**config.mk**
```make
export PLATFORM = sky130hd
export DESIGN_NAME = uart_wake_rx
export DESIGN_NICKNAME = d
export VERILOG_FILES = /design/src/rtl/uart_wake_rx_pkg.sv /design/src/rtl/uart_wake_rx_sampler.sv /design/src/rtl/uart_wake_rx_frame.sv /design/src/rtl/uart_wake_rx_buf.sv /design/src/rtl/uart_wake_rx.sv
export SDC_FILE = /design/constraint.sdc
export NUM_CORES = 1
export LEC_CHECK = 0
export BUFFER_PORTS_ARGS = -buffer_cell sky130_fd_sc_hd__clkbuf_2
export CAP_MARGIN = 40
export CORE_ASPECT_RATIO = 1.4
export CORE_UTILIZATION = 62
export DETAILED_ROUTE_END_ITERATION = 6
export GPL_TIMING_DRIVEN = 0
export PLACE_DENSITY = 0.86
export SYNTH_ARGS = -nofsm -noshare
export SYNTH_HDL_FRONTEND = slang
export SYNTH_HIERARCHICAL = 1
export SYNTH_SLANG_ARGS = --single-unit
```
**constraint.sdc**
```tcl
create_clock -name clk_i -period 3.9 [get_ports clk_i]
set_clock_uncertainty 0.05 [all_clocks]
set_input_delay 0.39 -clock clk_i [delete_from_list [all_inputs] [get_ports clk_i]]
set_output_delay 0.39 -clock clk_i [all_outputs]
set_load 0.05 [all_outputs]
```
**src/rtl/uart_wake_rx_pkg.sv**
```systemverilog
package uart_wake_rx_pkg;
  typedef enum logic [1:0] {MODE_7 = 2'd0, MODE_8 = 2'd1, MODE_9 = 2'd2} dmode_e;
  typedef enum logic [1:0] {S_IDLE, S_START, S_DATA, S_STOP} rx_state_e;
  localparam int MAX_BITS = 9;
  localparam int IDX_W    = 4;
endpackage

```
**src/rtl/uart_wake_rx_sampler.sv**
```systemverilog
module uart_wake_rx_sampler #(
  parameter int OS          = 16,
  parameter int SYNC_STAGES = 2
) (
  input  logic clk_i,
  input  logic rst_ni,
  input  logic tick_i,
  input  logic rx_i,
  input  logic run_i,
  output logic rx_s_o,
  output logic mid_o,
  output logic maj_o,
  output logic end_o
);
  localparam int CW  = $clog2(OS);
  localparam int MID = OS / 2;

  logic [SYNC_STAGES-1:0] sync_q;
  generate
    if (SYNC_STAGES > 1) begin : g_chain
      always_ff @(posedge clk_i or negedge rst_ni)
        if (!rst_ni) sync_q <= '1;
        else         sync_q <= {sync_q[SYNC_STAGES-2:0], rx_i};
    end else begin : g_single
      always_ff @(posedge clk_i or negedge rst_ni)
        if (!rst_ni) sync_q <= '1;
        else         sync_q <= rx_i;
    end
  endgenerate
  assign rx_s_o = sync_q[SYNC_STAGES-1];

  logic [CW-1:0] cnt_q;
  logic [1:0]    smp_q;

  // idle tick that saw the edge is sample 0
  always_ff @(posedge clk_i or negedge rst_ni) begin
    if (!rst_ni) begin
      cnt_q <= CW'(1);
      smp_q <= 2'b11;
    end else if (!run_i) begin
      cnt_q <= CW'(1);
    end else if (tick_i) begin
      cnt_q <= (cnt_q == CW'(OS-1)) ? '0 : cnt_q + CW'(1);
      if (cnt_q == CW'(MID-1)) smp_q[0] <= rx_s_o;
      if (cnt_q == CW'(MID))   smp_q[1] <= rx_s_o;
    end
  end

  assign mid_o = run_i && tick_i && (cnt_q == CW'(MID+1));
  assign end_o = run_i && tick_i && (cnt_q == CW'(OS-1));
  assign maj_o = (smp_q[0] & smp_q[1]) | (smp_q[0] & rx_s_o) | (smp_q[1] & rx_s_o);

  a_r10_mid_end_apart: assert property (@(posedge clk_i) disable iff (!rst_ni)
    !(mid_o && end_o));
endmodule

```
**src/rtl/uart_wake_rx_frame.sv**
```systemverilog
module uart_wake_rx_frame
  import uart_wake_rx_pkg::*;
(
  input  logic       clk_i,
  input  logic       rst_ni,
  input  logic       tick_i,
  input  logic       rx_s_i,
  input  logic       en_i,
  input  logic [1:0] mode_i,
  input  logic       par_en_i,
  input  logic       par_odd_i,
  input  logic       mid_i,
  input  logic       maj_i,
  input  logic       end_i,
  output logic       run_o,
  output logic       done_o,
  output logic [7:0] data_o,
  output logic       bit9_o,
  output logic       perr_o,
  output logic       ferr_o
);
  rx_state_e           state_q;
  logic [IDX_W-1:0]    idx_q;
  logic [MAX_BITS-1:0] sh_q;
  logic                mode7, mode9, use_par;
  logic [IDX_W-1:0]    nd_c, last_c;

  assign mode7   = (mode_i == MODE_7);
  assign mode9   = (mode_i == MODE_9);
  assign use_par = par_en_i && !mode9;
  assign nd_c    = mode7 ? IDX_W'(7) : (mode9 ? IDX_W'(9) : IDX_W'(8));
  assign last_c  = nd_c + IDX_W'(use_par) - IDX_W'(1);

  always_ff @(posedge clk_i or negedge rst_ni) begin
    if (!rst_ni) begin
      state_q <= S_IDLE;
      idx_q   <= '0;
      sh_q    <= '0;
    end else if (!en_i) begin
      state_q <= S_IDLE;
    end else begin
      unique case (state_q)
        S_IDLE: if (tick_i && !rx_s_i) begin
          state_q <= S_START;
          sh_q    <= '0;
        end
        S_START: begin
          if (mid_i && maj_i) state_q <= S_IDLE;
          else if (end_i) begin
            state_q <= S_DATA;
            idx_q   <= '0;
          end
        end
        S_DATA: begin
          if (mid_i) sh_q[idx_q] <= maj_i;
          if (end_i) begin
            if (idx_q == last_c) state_q <= S_STOP;
            else                 idx_q   <= idx_q + IDX_W'(1);
          end
        end
        S_STOP: if (mid_i) state_q <= S_IDLE;
        default: state_q <= S_IDLE;
      endcase
    end
  end

  assign run_o  = (state_q != S_IDLE);
  assign done_o = en_i && (state_q == S_STOP) && mid_i;
  assign data_o = mode7 ? {1'b0, sh_q[6:0]} : sh_q[7:0];
  assign bit9_o = mode9 ? sh_q[8] : (use_par ? sh_q[nd_c] : 1'b0);
  assign perr_o = use_par && ((^data_o ^ bit9_o) != par_odd_i);
  assign ferr_o = !maj_i;

  a_r12_disable_idles: assert property (@(posedge clk_i) disable iff (!rst_ni)
    !en_i |=> state_q == S_IDLE);
  a_r10_false_start: assert property (@(posedge clk_i) disable iff (!rst_ni)
    (state_q == S_START && mid_i && maj_i) |=> state_q == S_IDLE);
endmodule

```
**src/rtl/uart_wake_rx_buf.sv**
```systemverilog
module uart_wake_rx_buf (
  input  logic       clk_i,
  input  logic       rst_ni,
  input  logic       done_i,
  input  logic [7:0] data_i,
  input  logic       bit9_i,
  input  logic       perr_i,
  input  logic       ferr_i,
  input  logic       mode9_i,
  input  logic       wake_en_i,
  input  logic       rd_i,
  input  logic       stat_rd_i,
  input  logic       clr_i,
  output logic [7:0] data_o,
  output logic       bit9_o,
  output logic       full_o,
  output logic       perr_o,
  output logic       ferr_o,
  output logic       oerr_o,
  output logic       irq_o
);
  logic [7:0] data_q;
  logic       bit9_q, full_q, perr_q, ferr_q, oerr_q, irq_q, arm_q;
  logic       store, ovr, clr_ok;

  assign store  = done_i && (!full_q || rd_i);   // same-cycle read wins
  assign ovr    = done_i && full_q && !rd_i;
  assign clr_ok = clr_i && arm_q;

  always_ff @(posedge clk_i or negedge rst_ni) begin
    if (!rst_ni) begin
      data_q <= '0;
      bit9_q <= 1'b0;
      full_q <= 1'b0;
      perr_q <= 1'b0;
      ferr_q <= 1'b0;
      oerr_q <= 1'b0;
      irq_q  <= 1'b0;
      arm_q  <= 1'b0;
    end else begin
      if (store) begin
        data_q <= data_i;
        bit9_q <= bit9_i;
        full_q <= 1'b1;
      end else if (rd_i) begin
        full_q <= 1'b0;
      end
      perr_q <= (store && perr_i) ? 1'b1 : (clr_ok ? 1'b0 : perr_q);
      ferr_q <= (store && ferr_i) ? 1'b1 : (clr_ok ? 1'b0 : ferr_q);
      oerr_q <= ovr               ? 1'b1 : (clr_ok ? 1'b0 : oerr_q);
      irq_q  <= store && (!(wake_en_i && mode9_i) || bit9_i);
      if (clr_i)          arm_q <= 1'b0;
      else if (stat_rd_i) arm_q <= 1'b1;
    end
  end

  assign data_o = data_q;
  assign bit9_o = bit9_q;
  assign full_o = full_q;
  assign perr_o = perr_q;
  assign ferr_o = ferr_q;
  assign oerr_o = oerr_q;
  assign irq_o  = irq_q;

  a_r8_read_empties: assert property (@(posedge clk_i) disable iff (!rst_ni)
    (rd_i && !done_i) |=> !full_q);
  a_r7_overrun_keeps: assert property (@(posedge clk_i) disable iff (!rst_ni)
    (done_i && full_q && !rd_i) |=> (oerr_q && $stable(data_q) && !irq_q));
  a_r9_wake_gate: assert property (@(posedge clk_i) disable iff (!rst_ni)
    (irq_q && $past(wake_en_i && mode9_i)) |-> bit9_q);
  a_r11_sticky_perr: assert property (@(posedge clk_i) disable iff (!rst_ni)
    (perr_q && !(clr_i && arm_q)) |=> perr_q);
endmodule

```
**src/rtl/uart_wake_rx.sv**
```systemverilog
module uart_wake_rx
  import uart_wake_rx_pkg::*;
#(
  parameter int OS          = 16,
  parameter int SYNC_STAGES = 2
) (
  input  logic       clk_i,
  input  logic       rst_ni,
  input  logic       tick_i,
  input  logic       rx_i,
  input  logic       rx_en_i,
  input  logic [1:0] mode_i,
  input  logic       par_en_i,
  input  logic       par_odd_i,
  input  logic       wake_en_i,
  input  logic       rd_i,
  input  logic       stat_rd_i,
  input  logic       err_clr_i,
  output logic [7:0] data_o,
  output logic       bit9_o,
  output logic       full_o,
  output logic       perr_o,
  output logic       ferr_o,
  output logic       oerr_o,
  output logic       irq_o
);
  logic       rx_s, run, mid, maj, fin, done;
  logic [7:0] f_data;
  logic       f_bit9, f_perr, f_ferr;

  uart_wake_rx_sampler #(.OS(OS), .SYNC_STAGES(SYNC_STAGES)) u_smp (
    .clk_i, .rst_ni, .tick_i, .rx_i,
    .run_i(run), .rx_s_o(rx_s), .mid_o(mid), .maj_o(maj), .end_o(fin)
  );

  uart_wake_rx_frame u_frm (
    .clk_i, .rst_ni, .tick_i,
    .rx_s_i(rx_s), .en_i(rx_en_i), .mode_i, .par_en_i, .par_odd_i,
    .mid_i(mid), .maj_i(maj), .end_i(fin),
    .run_o(run), .done_o(done), .data_o(f_data), .bit9_o(f_bit9),
    .perr_o(f_perr), .ferr_o(f_ferr)
  );

  uart_wake_rx_buf u_buf (
    .clk_i, .rst_ni,
    .done_i(done), .data_i(f_data), .bit9_i(f_bit9), .perr_i(f_perr), .ferr_i(f_ferr),
    .mode9_i(mode_i == MODE_9), .wake_en_i, .rd_i, .stat_rd_i, .clr_i(err_clr_i),
    .data_o, .bit9_o, .full_o, .perr_o, .ferr_o, .oerr_o, .irq_o
  );
endmodule

```
; Yosys cells after proc, flatten, opt, wreduce, memory -nomap -nowiden
; Index checks and enable logic that the tools add are counted.
[classes]
n_reduce_logical = 42
mux = 37
magnitude_cmp = 3
bitwise_logic = 6
mul = 0
shifts = 0
div_mod_pow = 0
n_eq_ne = 22
n_addsub = 4
[op_table]
columns = op, count
row1 = 4-bit two-way mux, 8
row2 = 1-bit logical AND, 18
row3 = 9-bit two-way mux, 2
row4 = 9-bit case mux with 2 select lines, 1
row5 = 2-bit nonzero test, 8
row6 = 2-bit two-way mux, 7
row7 = 1-bit two-way mux, 13
row8 = "4-bit equality test, second input constant", 3
row9 = "4-bit by 5-bit < comparator with 1-bit output, second input constant", 2
row10 = "2-bit inequality test, second input constant", 5
row11 = 9-bit bitwise mux, 1
row12 = "3-bit by 2-bit inequality test with 1-bit output, second input constant", 3
row13 = "4-bit by 1-bit adder with 4-bit output, second input constant", 2
row14 = 8-bit two-way mux, 1
row15 = 2-bit case mux with 4 select lines, 1
row16 = 4-bit case mux with 2 select lines, 1
row17 = 8-bit parity, 1
row18 = "2-bit equality test, second input constant", 3
row19 = 1-bit zero test, 6
row20 = 3-bit AND reduction, 2
row21 = 6-bit AND reduction, 1
row22 = 5-bit AND reduction, 1
row23 = 4-bit by 1-bit adder with 4-bit output, 1
row24 = 1-bit binary-select mux with 4-bit select, 1
row25 = 16 further kinds, 22
[totals]
wordCells = 129
mem_bits_ro = 0
ff_bits = 38
latchBits = 0
output_inout_bits = 14
mem_bits_rw = 0
inputBits = 13
mem_count = 0

; Longest topological paths before layout
; Gate-level depths: netlist of the first run.
[logic_depth]
depth_word = 12
ltp_mapped = 9

; Modules after synthesis
; The synthesis of the first run kept the hierarchy.
[modules_own_cells]
columns = module, seq_area_each_um2, n_inst, area_per_inst_um2, cells_per_inst
row1 = uart_wake_rx_frame, 375.4, 1, 1144.8, 131
row2 = uart_wake_rx_buf, 375.4, 1, 559.3, 37
row3 = uart_wake_rx_sampler, 206.4, 1, 405.4, 36
row4 = uart_wake_rx, 0.0, 1, 13.8, 1

; Worst setup path before layout of the first run
; Ideal clock, no wire load.
[synth_timing]
path_type = register -> register
startpoint = register u_frm.state_q[0]
endpoint = register u_frm.sh_q[0]
synth_period_minus_slack_ps = 2186
slack_ps = 1714
path_stages_with_launch = 10
n_path_buf = 2
setup_time_ps = 119
arrival_time_ps = 2017
t_required_ps = 3731
cell_sequence = dfrtp_1 -> clkbuf_1 -> or2_2 -> and4b_1 -> and2_1 -> a21oi_1 -> or3b_1 -> clkbuf_1 -> o21ai_0 -> a21bo_2
[synth_via]
elab_chain_cells = 5
elab_cells_between_ends = 10
classes_between = 3 x eq/ne / 1 x mux / 6 x reduce/logical
[synth_lines]
columns = element, line_no
row1 = from (decl), uart_wake_rx_frame.sv:22  ; rx_state_e state_q;
row2 = from (signal assigned), uart_wake_rx_frame.sv:36  ; state_q <= S_IDLE;
row3 = from (signal assigned), uart_wake_rx_frame.sv:40  ; state_q <= S_IDLE;
row4 = from (signal assigned), uart_wake_rx_frame.sv:44  ; state_q <= S_START;
row5 = 2-bit nonzero test, uart_wake_rx_frame.sv:67  ; assign run_o = (state_q != S_IDLE);
row6 = via run, uart_wake_rx.sv:27  ; logic rx_s, run, mid, maj, fin, done;
row7 = 1-bit logical AND (2 in series), uart_wake_rx_sampler.sv:49  ; assign mid_o = run_i && tick_i && (cnt_q == CW'(MID+1));
row8 = via mid, uart_wake_rx.sv:27
row9 = 2-bit by 1-bit inequality test with 1-bit output (no line), n/a
row10 = 4-bit AND reduction (no line), n/a
row11 = "to (signal, indexed assignment)", uart_wake_rx_frame.sv:55  ; if (mid_i) sh_q[idx_q] <= maj_i;
row12 = to (decl), uart_wake_rx_frame.sv:24  ; logic [MAX_BITS-1:0] sh_q;
; The timed path passes the listed nets, and every way through them passes these cells.
; A chain may end at the register's enable or synchronous reset.

; Final worst setup path of the first run
[layout_timing]
startpoint = register u_frm.state_q[0]
endpoint = register u_frm.sh_q[2]
; The elaborated chain is that of the path after synthesis.

==> flow_summary.toml, run 1 <==
[synthesis]
ys_async_sr_fraction = 1.00
synth.top_cell.area_share = 0.389
yosys_warnings = 6
ys_types = 55
yosysTopAreaCell = "dfrtp_1"
synth_cells = 205
ys_seq_area_frac = 0.451
ys_ff_latch = 38
synth_area_sq_um = 2120
syn_area_per_cell_sq_um = 10.4
synth_edf_count = 0
synthTopCellsByArea = "dfrtp_1 (39%), dfstp_2 (6.2%), mux2_2 (5.3%)"
syn_nets = 225
ys.flop_type = "dfrtp_1"

[sta]
finalSetupViolCount = 0
post-route-min-period_ns = 2.58
fmax_ghz = 0.387
slew_viol_final = 0
tightest_slew_ns = 0.471
slew_headroom = 0.684
finalCritPeriodShare = 0.662
tns_ns = 0
finalHoldViolCount = 0
rsz0062_at_grt = "no"

[critical_path]
endpoint = "u_frm/sh_q[2]"
cp.arrival_ns = 2.73
r2r_setup_slack_ns = 1.32
criticalPathCategory = "register to register"
regToRegStartpoint = "u_frm/state_q[0]"
r2r_end = "u_frm/sh_q[2]"
start_kind = "register"
worstPathRequired_ns = 4.04
critPathLaunch = "u_frm/state_q[0]"
crit_fanout = 10
end_kind = "register"
r2r_cells = 9

[route]
ant_nets = 0
vias = 1601
post_drt_wl_per_cell_microns = 14.9
vias_per_cell = 5.72
drtPass1Iterations = 4
drc_errors = 0
drt-total-wl_mm = 4.19
drt-initial-drc-count = 44

[pwr]
total_leakage_power_uw = 0.00123
comb_power_share = 0.058
pwr-share-seq = 0.470
intPower_uw = 675
ir_drop_uv = 304
power.density_nw_per_um2 = 346
p_sw_frac = 0.210
p_switching_uw = 179
clkPwrFrac = 0.471

[die]
dieArea_sq_um = 3670
rows = 24
ios = 27
core-area_sq_um = 3180
die_x_microns = 51.5
die_y_microns = 71.2
start_util = 0.667

[clock_network]
clock-root-buffer = "clkbuf_8"
cts_buffers = 5
cts_sinks = 38
clk_pin_slew_worst_paths_ns = 0.08
htreeDepth = 2
tritoncts = "done"
ctsResizeCount = 0
clkLatencyLatePin_ns = 0.30
cts_buffer_depth = 2

[cells_and_area]
diodes = 0
drive_gt1_frac = 0.299
synthToLayoutAreaGrowth_pct = 16.3
layout.nets = 260
final_area_sq_um = 2470

[run]
maxCapViolCount = 0

[placed_design]
port_buffers = 26
place_hpwl_mm = 3.12
postPlaceCellArea_sq_um = 2320
gp_congestion = 0.814

[worst_hold_path]
hp-class = "primary input to register"
min_path_cells = 1

[run_status]
status = "finished clean"

[global_routing]
grt_pass1_wl_mm = 7.07
antenna_found_initial = 0
grt_pass1_vias = 1622
overflow = 0
grt_usage = 0.258
grt_max_degree = 26
==> power by group through the flow <==
| stage | clock network (uW) | registers, uW | logic [uW] |
|---|---|---|---|
| 4_1_cts | 408 | 402 | 50.4 |
| 2_1_floorplan | 0 | 408 | 23.0 |
| 5_1_grt | 423 | 402 | 55.8 |
| 3_5_place_dp | 0 | 409 | 48.7 |
| 3_3_place_gp | 0 | 409 | 44.5 |
| 6_report | 402 | 402 | 49.8 |
==> per-stage QoR <==
| stage | setup slack [ns] | hold slack [ns] | instances | utilization | power, uW |
|---|---|---|---|---|---|
| detailed placement | 1.38 | 0.276 | 271 | 0.730 | 458 |
| global placement | 1.48 | 0.296 | 270 | 0.723 | 453 |
| global route | 1.19 | 0.116 | 280 | 0.776 | 880 |
| floorplan | 1.71 | 0.0444 | 205 | - | 431 |
| CTS | 1.31 | 0.124 | 280 | 0.776 | 860 |
| finish | 1.32 | 0.126 | 280 | 0.776 | 854 |
==> worst min path at each step <==
stage / start / to / slack [ns]
3_3_place_gp: u_smp/sync_q[0] / u_smp/sync_q[1] / 0.30
5_1_grt: rx_i / u_smp/sync_q[0] / 0.12
2_1_floorplan: rst_ni / u_buf/arm_q / 0.04
3_5_place_dp: rst_ni / u_buf/irq_o / 0.28
4_1_cts: rx_i / u_smp/sync_q[0] / 0.12
6_report: rx_i / u_smp/sync_q[0] / 0.13
==> metal layers <==
| layer | vias to the layer above | routed length, microns | GRT usage |
|---|---|---|---|
| met2 | 29 | 2250 | 0.462 |
| li1 | 786 | - | - |
| met5 | - | 0 | 0 |
| met4 | 0 | 52 | 0.0751 |
| met1 | 780 | 1770 | 0.299 |
| met3 | 6 | 109 | 0.0616 |
==> logic make-up after synthesis <==
family,count (synthesis),synth area share
buffers and inverters,22,0.0554
xor gates and xnor gates,10,0.0413
AOI/OAI and AO/OA,47,0.147
DFF,38,0.451
adders and majority gates,8,0.0460
and+or+nand+nor,64,0.177
muxes,16,0.0819
==> final cells by class <==
| cell class | instances | area, sq um |
|---|---|---|
| Buffer | 11 | 76.3 |
| Clock buffer | 5 | 68.8 |
| Clock inverter | 3 | 68.8 |
| Fill cell | 220 | 713 |
| Inverter | 11 | 41.3 |
| Multi-Input combinational cell | 145 | 1050 |
| Sequential cell | 38 | 957 |
| Tap cell | 39 | 48.8 |
| Timing Repair Buffer | 28 | 160 |
==> flip-flops by register name, indices dropped and copies added, names as in the netlist, 2 cells and up <==
register and cells:
u_frm/sh_q 9, u_buf/data_o 8, u_frm/state_q 2, u_smp/cnt_q 4, u_frm/idx_q 4, u_smp/smp_q 2, u_smp/sync_q 2
==> repair_timing <==
item	in CTS	in global routing
setup buffers	0	0
hold buffers	1	0
hold endpoints to repair	10	0
==> cells in the mapped netlist, drive strengths merged, types with 2 or more instances <==
master	instances
dfrtp	33
nand2	26
o21ai	15
a21oi	13
inv	11
mux2	11
buf	9
xnor2	8
ha	7
dfstp	5
mux2i	5
nor2	5
a32o	4
nand3	4
nor2b	4
a21bo	3
and3	3
nand2b	3
nor3	3
a31oi	2
and2	2
and4	2
clkbuf	2
nor3b	2
or2	2
xor2	2
==> critical path: stages (launching register included) <==
cell and delay [ns]:
dfrtp_1 0.32, clkbuf_1 0.32, or2_2 0.25, and4b_1 0.21, and2_1 0.22, a21oi_1 0.11, or3b_1 0.35, clkbuf_1 0.19
o21ai_0 0.23, a21bo_2 0.24
==> placed cells by master (no fill, tap or decap), types with 2 or more instances in the layout <==
cell and n:
clkbuf_8 5, a21oi_1 13, nand2b_1 2, dfrtp_1 33, bufinv_16 2, a31oi_1 2
xnor2_1 8, ha_1 7, mux2_2 10, buf_4 7, and3_1 2, nor2b_1 3
o21ai_0 15, inv_1 11, nand3_1 4, nor3_1 3, dfstp_2 5, clkbuf_1 2
a21bo_2 3, and2_1 2, xor2_1 2, and4_1 2, nor2_1 5, nand2_1 24
clkbuf_2 26, mux2i_1 5, a32o_1 4
(Power assumes the default switching activity.)
==> run 2, diff against run 1 <==
- CORE_UTILIZATION: 62 -> 57
- PLACE_DENSITY: 0.86 -> 0.8
- clock period: 3.9 -> 2.4 ns (I/O delays scaled with it)
==> run 2 against run 1 <==
Die area up 8.5%. Combinational power up 59%. Critical path depth down 2. Final cell count up 0.36%. Sequential cell count unchanged. Critical endpoint is now u_buf/data_o[7].
==> flow_summary.toml, run 2 (synthesized netlist as in run 1, its figures left out) <==
[run_status]
status = "finished clean"

[route]
post_drt_wl_per_cell_microns = 14.2
drt-total-wl_mm = 4.00
drt-initial-drc-count = 33
vias = 1593
drc_errors = 0
drtPass1Iterations = 4
vias_per_cell = 5.67
ant_nets = 0

[sta]
finalSetupViolCount = 0
finalHoldViolCount = 0
slew_viol_final = 0
slew_headroom = 0.710
tns_ns = 0
rsz0062_at_grt = "no"
post-route-min-period_ns = 2.27
finalCritPeriodShare = 0.946
tightest_slew_ns = 0.434
fmax_ghz = 0.440

[pwr]
power.density_nw_per_um2 = 480
intPower_uw = 917
ir_drop_uv = 444
total_leakage_power_uw = 0.00122
p_switching_uw = 259
clkPwrFrac = 0.375
p_sw_frac = 0.221
comb_power_share = 0.068
pwr-share-seq = 0.557

[worst_hold_path]
min-delay-start = "err_clr_i"
hp-class = "primary input to register"
min_path_cells = 2

[critical_path]
regToRegStartpoint = "u_frm/state_q[1]"
critical_path.max_stage_delay_ns = 0.40
r2r_cells = 7
start_kind = "register"
critPathLaunch = "u_frm/state_q[1]"
criticalPathCategory = "register to register"
worstPathRequired_ns = 2.52
crit_fanout = 10
end_kind = "register"
r2r_setup_slack_ns = 0.13
slowest_stage = "dfrtp_1"
cp.arrival_ns = 2.39
cp_cell_sequence = "clkbuf_4 -> or2_2 -> and4b_1 -> and2_4 -> and4_1 -> nand2_4 -> mux2_2"

[global_routing]
grt_pass1_vias = 1580
overflow = 0
grt_usage = 0.235
grt_max_degree = 25
grt_pass1_wl_mm = 6.80
antenna_found_initial = 0

[cells_and_area]
diodes = 0
seqCellArea_sq_um = 957
layout.nets = 260
final_util = 0.705
drive_gt1_frac = 0.303
largest_reg_flops = 9
top_register = "u_frm/sh_q"
final_cell_mix = "dfrtp_1 (33), clkbuf_2 (26), nand2_1 (24), o21ai_0 (15), a21oi_1 (13)"
layout_commonest_cell = "dfrtp_1"
synthToLayoutAreaGrowth_pct = 15.3
num-fill-cells = 281
multi_input_area_sq_um = 1050

[die]
rows = 25
die_x_microns = 53.6
dieArea_sq_um = 3980
die_y_microns = 74.2
ios = 27
start_util = 0.612
core-area_sq_um = 3470

[placed_design]
port_buffers = 26
place_hpwl_mm = 2.92
gp_congestion = 0.837

[clock_network]
clk_pin_slew_worst_paths_ns = 0.07
clkLatencyLatePin_ns = 0.28
cts_buffer_depth = 2
htreeDepth = 2
tritoncts = "done"
cts_buffers = 5
cts_sinks = 38
clock-root-buffer = "clkbuf_8"

[run]
maxCapViolCount = 0
==> run 2: cell count changes in the layout (fill, tap and decap cells not counted) <==
cell           previous run  this run
dlygate4sd3_1             1         2
or3b_1                    1         0
buf_12                    1         0
clkbuf_8                  5         6
or3b_4                    0         1
buf_16                    0         1
and2_4                    0         1
clkinv_4                  1         0
bufinv_16                 2         0
buf_2                     1         0
buf_4                     7         8
clkbuf_4                  0         1
and2_1                    2         1
==> run 2: final timing paths <==
kind | end
max | u_buf/data_o[7]
min | u_buf/arm_q
max reg2reg | u_buf/data_o[7]
min reg2reg | u_smp/sync_q[1]
max in group asynchronous | u_frm/sh_q[3]
min in group asynchronous | u_buf/arm_q
==> run 2: critical path: cells and delay by family, from the launching register on <==
kind	cells	cell delay, ns
AND/OR/NAND/NOR	5	1.16
flip-flops	1	0.40
multiplexers	1	0.36
buffers and inverters	1	0.18
==> run 2: area by class of cell <==
type                       instances  area share
sequential                        38       0.391
clock buffer                       8      0.0368
timing repair buffer              30      0.0756
tap                               40      0.0204
inverter                          11      0.0169
multi-input combinational        145       0.430
buffer                             9      0.0291
==> run 2: power by group through the flow <==
stage	sequential [uW]	combinational, uW	clock [uW]
2_1_floorplan	664	37.3	0
3_3_place_gp	665	71.9	0
3_5_place_dp	665	79.4	0
4_1_cts	655	79.9	456
5_1_grt	656	90.4	484
6_report	656	79.4	441
==> run 2: per-stage QoR <==
stage | power, uW | std cells | area (sq um) | hold slack [ns] | setup WS (ns)
3_5_place_dp | 744 | 272 | 2330 | 0.147 | -0.0888
5_1_grt | 1230 | 281 | 2450 | 0.0657 | 0.0139
6_report | 1180 | 281 | 2450 | 0.0703 | 0.130
3_3_place_gp | 737 | 271 | 2300 | 0.278 | -0.0536
2_1_floorplan | 701 | 205 | 2120 | -0.106 | 0.214
4_1_cts | 1190 | 281 | 2440 | 0.0590 | 0.0198
==> run 2: repair_timing <==
action,in CTS,in global routing
setup endpoints to repair,3,9
hold buffers,2,0
cloned,0,0
pin swaps,0,0
resized for setup,1,2
endpoints found under the hold margin,10,0
buffers inserted,0,1
==> run 2: layer usage <==
| metal | GRT usage | vias up | routed length [microns] |
|---|---|---|---|
| met4 | 0.105 | 0 | 80 |
| met1 | 0.256 | 770 | 1700 |
| met3 | 0.0491 | 7 | 103 |
| met2 | 0.422 | 32 | 2120 |
| li1 | - | 784 | - |
| met5 | 0 | - | 0 |
==> run 3, diff against run 2 <==
- REMOVE_ABC_BUFFERS: unset -> 1
==> run 3 against run 2 <==
Largest power group unchanged. Combinational power decreased by 0.5%. Register-to-register slack improved by 0.06 ns. Non-clock buffer count decreased by 10. Clock-buffer cell count decreased by 2. Critical path type unchanged. Worst hold slack got worse by 0.0065 ns.
==> flow_summary.toml, run 3 (synthesized netlist as in run 1, its figures left out) <==
[run_status]
status = "finished clean"

[route]
drt-initial-drc-count = 46
ant_nets = 0
drc_errors = 0
drt-total-wl_mm = 3.77
vias_per_cell = 5.73
vias = 1554
post_drt_wl_per_cell_microns = 13.9
drtPass1Iterations = 4

[critical_path]
r2r_end = "u_buf/data_o[5]"
worstPathRequired_ns = 2.53
start_kind = "register"
endpoint = "u_buf/data_o[5]"
end_kind = "register"
criticalPathCategory = "register to register"
cp.arrival_ns = 2.35
slowest_stage = "dfrtp_2"
r2r_cells = 6
r2r_setup_slack_ns = 0.19
crit_fanout = 13
critPathLaunch = "u_frm/state_q[1]"
regToRegStartpoint = "u_frm/state_q[1]"
cp_cell_sequence = "or2_2 -> and4b_1 -> and2_1 -> and4_1 -> nand2_4 -> mux2_2"
critical_path.max_stage_delay_ns = 0.49

[sta]
tns_ns = 0
finalHoldViolCount = 0
rsz0062_at_grt = "no"
finalCritPeriodShare = 0.923
finalSetupViolCount = 0
tightest_slew_ns = 0.465
fmax_ghz = 0.451
slew_viol_final = 0
post-route-min-period_ns = 2.21
slew_headroom = 0.690

[worst_hold_path]
hp-class = "primary input to register"

[global_routing]
grt_pass1_vias = 1482
grt_max_degree = 23
grt_usage = 0.231
grt_pass1_wl_mm = 6.55
antenna_found_initial = 0
overflow = 0

[cells_and_area]
drive_gt1_frac = 0.290
final_cell_mix = "dfrtp_1 (31), clkbuf_2 (26), nand2_1 (24), o21ai_0 (15), a21oi_1 (13)"
layout.nets = 250
synthToLayoutAreaGrowth_pct = 12.0
num-fill-cells = 297
final_util = 0.685
layout_commonest_cell = "dfrtp_1"
top_register = "u_frm/sh_q"
largest_reg_flops = 9
diodes = 0

[clock_network]
cts_sinks = 38
htreeDepth = 2
post_cts_buffers = 0
clock-root-buffer = "clkbuf_8"
cts_buffers = 5
clkLatencyLatePin_ns = 0.29
tritoncts = "done"
cts_buffer_depth = 2
clk_pin_slew_worst_paths_ns = 0.08

[pwr]
comb_power_share = 0.066
p_switching_uw = 280
pwr-share-seq = 0.549
total_leakage_power_uw = 0.00117
intPower_uw = 913
clkPwrFrac = 0.384
ir_drop_uv = 522
power.density_nw_per_um2 = 502
power_uw = 1190
p_sw_frac = 0.234

[die]
start_util = 0.612
ios = 27
rows = 25
die_x_microns = 53.6
dieArea_sq_um = 3980
core-area_sq_um = 3470
die_y_microns = 74.2

[placed_design]
port_buffers = 26
place_hpwl_mm = 2.82
gp_congestion = 0.780

[run]
maxCapViolCount = 0
## run 3: cell type report
type                            instances  area [sq um]  area share
Clock buffer                            6          82.6      0.0347
Clock inverter                          2          12.5     0.00526
Inverter                               11          41.3      0.0174
Multi-Input combinational cell        145          1050       0.443
Sequential cell                        38           960       0.404
Tap cell                               40          50.0      0.0211
Timing Repair Buffer                   29           178      0.0747
## run 3: worst min-delay path by stage
stage               startpoint  cells after the start               to  slack (ns)
finish               err_clr_i                      2      u_buf/arm_q        0.06
floorplan               rst_ni                      0      u_buf/arm_q       -0.11
detailed placement      rst_ni                      1  u_buf/data_o[5]        0.16
global route         err_clr_i                      2      u_buf/arm_q        0.06
global placement          rx_i                      1  u_smp/sync_q[0]        0.28
CTS                  err_clr_i                      2      u_buf/arm_q        0.05
## run 3: metrics by stage
| step | instances | setup WS (ns) | instance area (sq um) | hold slack [ns] |
|---|---|---|---|---|
| 2_1_floorplan | 194 | 0.310 | 2050 | -0.106 |
| 3_3_place_gp | 260 | 0.0323 | 2230 | 0.279 |
| 3_5_place_dp | 261 | 0.0280 | 2250 | 0.159 |
| 4_1_cts | 271 | 0.00947 | 2370 | 0.0523 |
| 5_1_grt | 271 | 0.00940 | 2380 | 0.0598 |
| 6_report | 271 | 0.185 | 2380 | 0.0638 |
## run 3: worst max-delay path, delay by kind of cell, from the launching register on
kind / cells / cell delay [ns]
simple gates: 5 / 1.21
flops: 1 / 0.49
mux: 1 / 0.35
## run 3: repair_timing
item / in CTS / in global routing
hold buffers: 2 / 0
endpoints found under the hold margin: 12 / 0
gates resized for setup: 0 / 4
setup endpoints to repair: 0 / 9
## run 3: power groups by stage
stage	clock network, uW	logic, uW	registers, uW
global route	504	90.0	656
floorplan	0	34.6	666
detailed placement	0	75.9	667
global placement	0	68.9	667
finish	459	79.0	655
CTS	482	78.7	655
## run 3: per-layer routing
metal  GRT usage  up-vias  wire, microns
met2       0.392       37           1920
met5           0        -              0
met1       0.259      742           1620
met3      0.0654        9            144
met4       0.114        0             89
li1            -      766              -
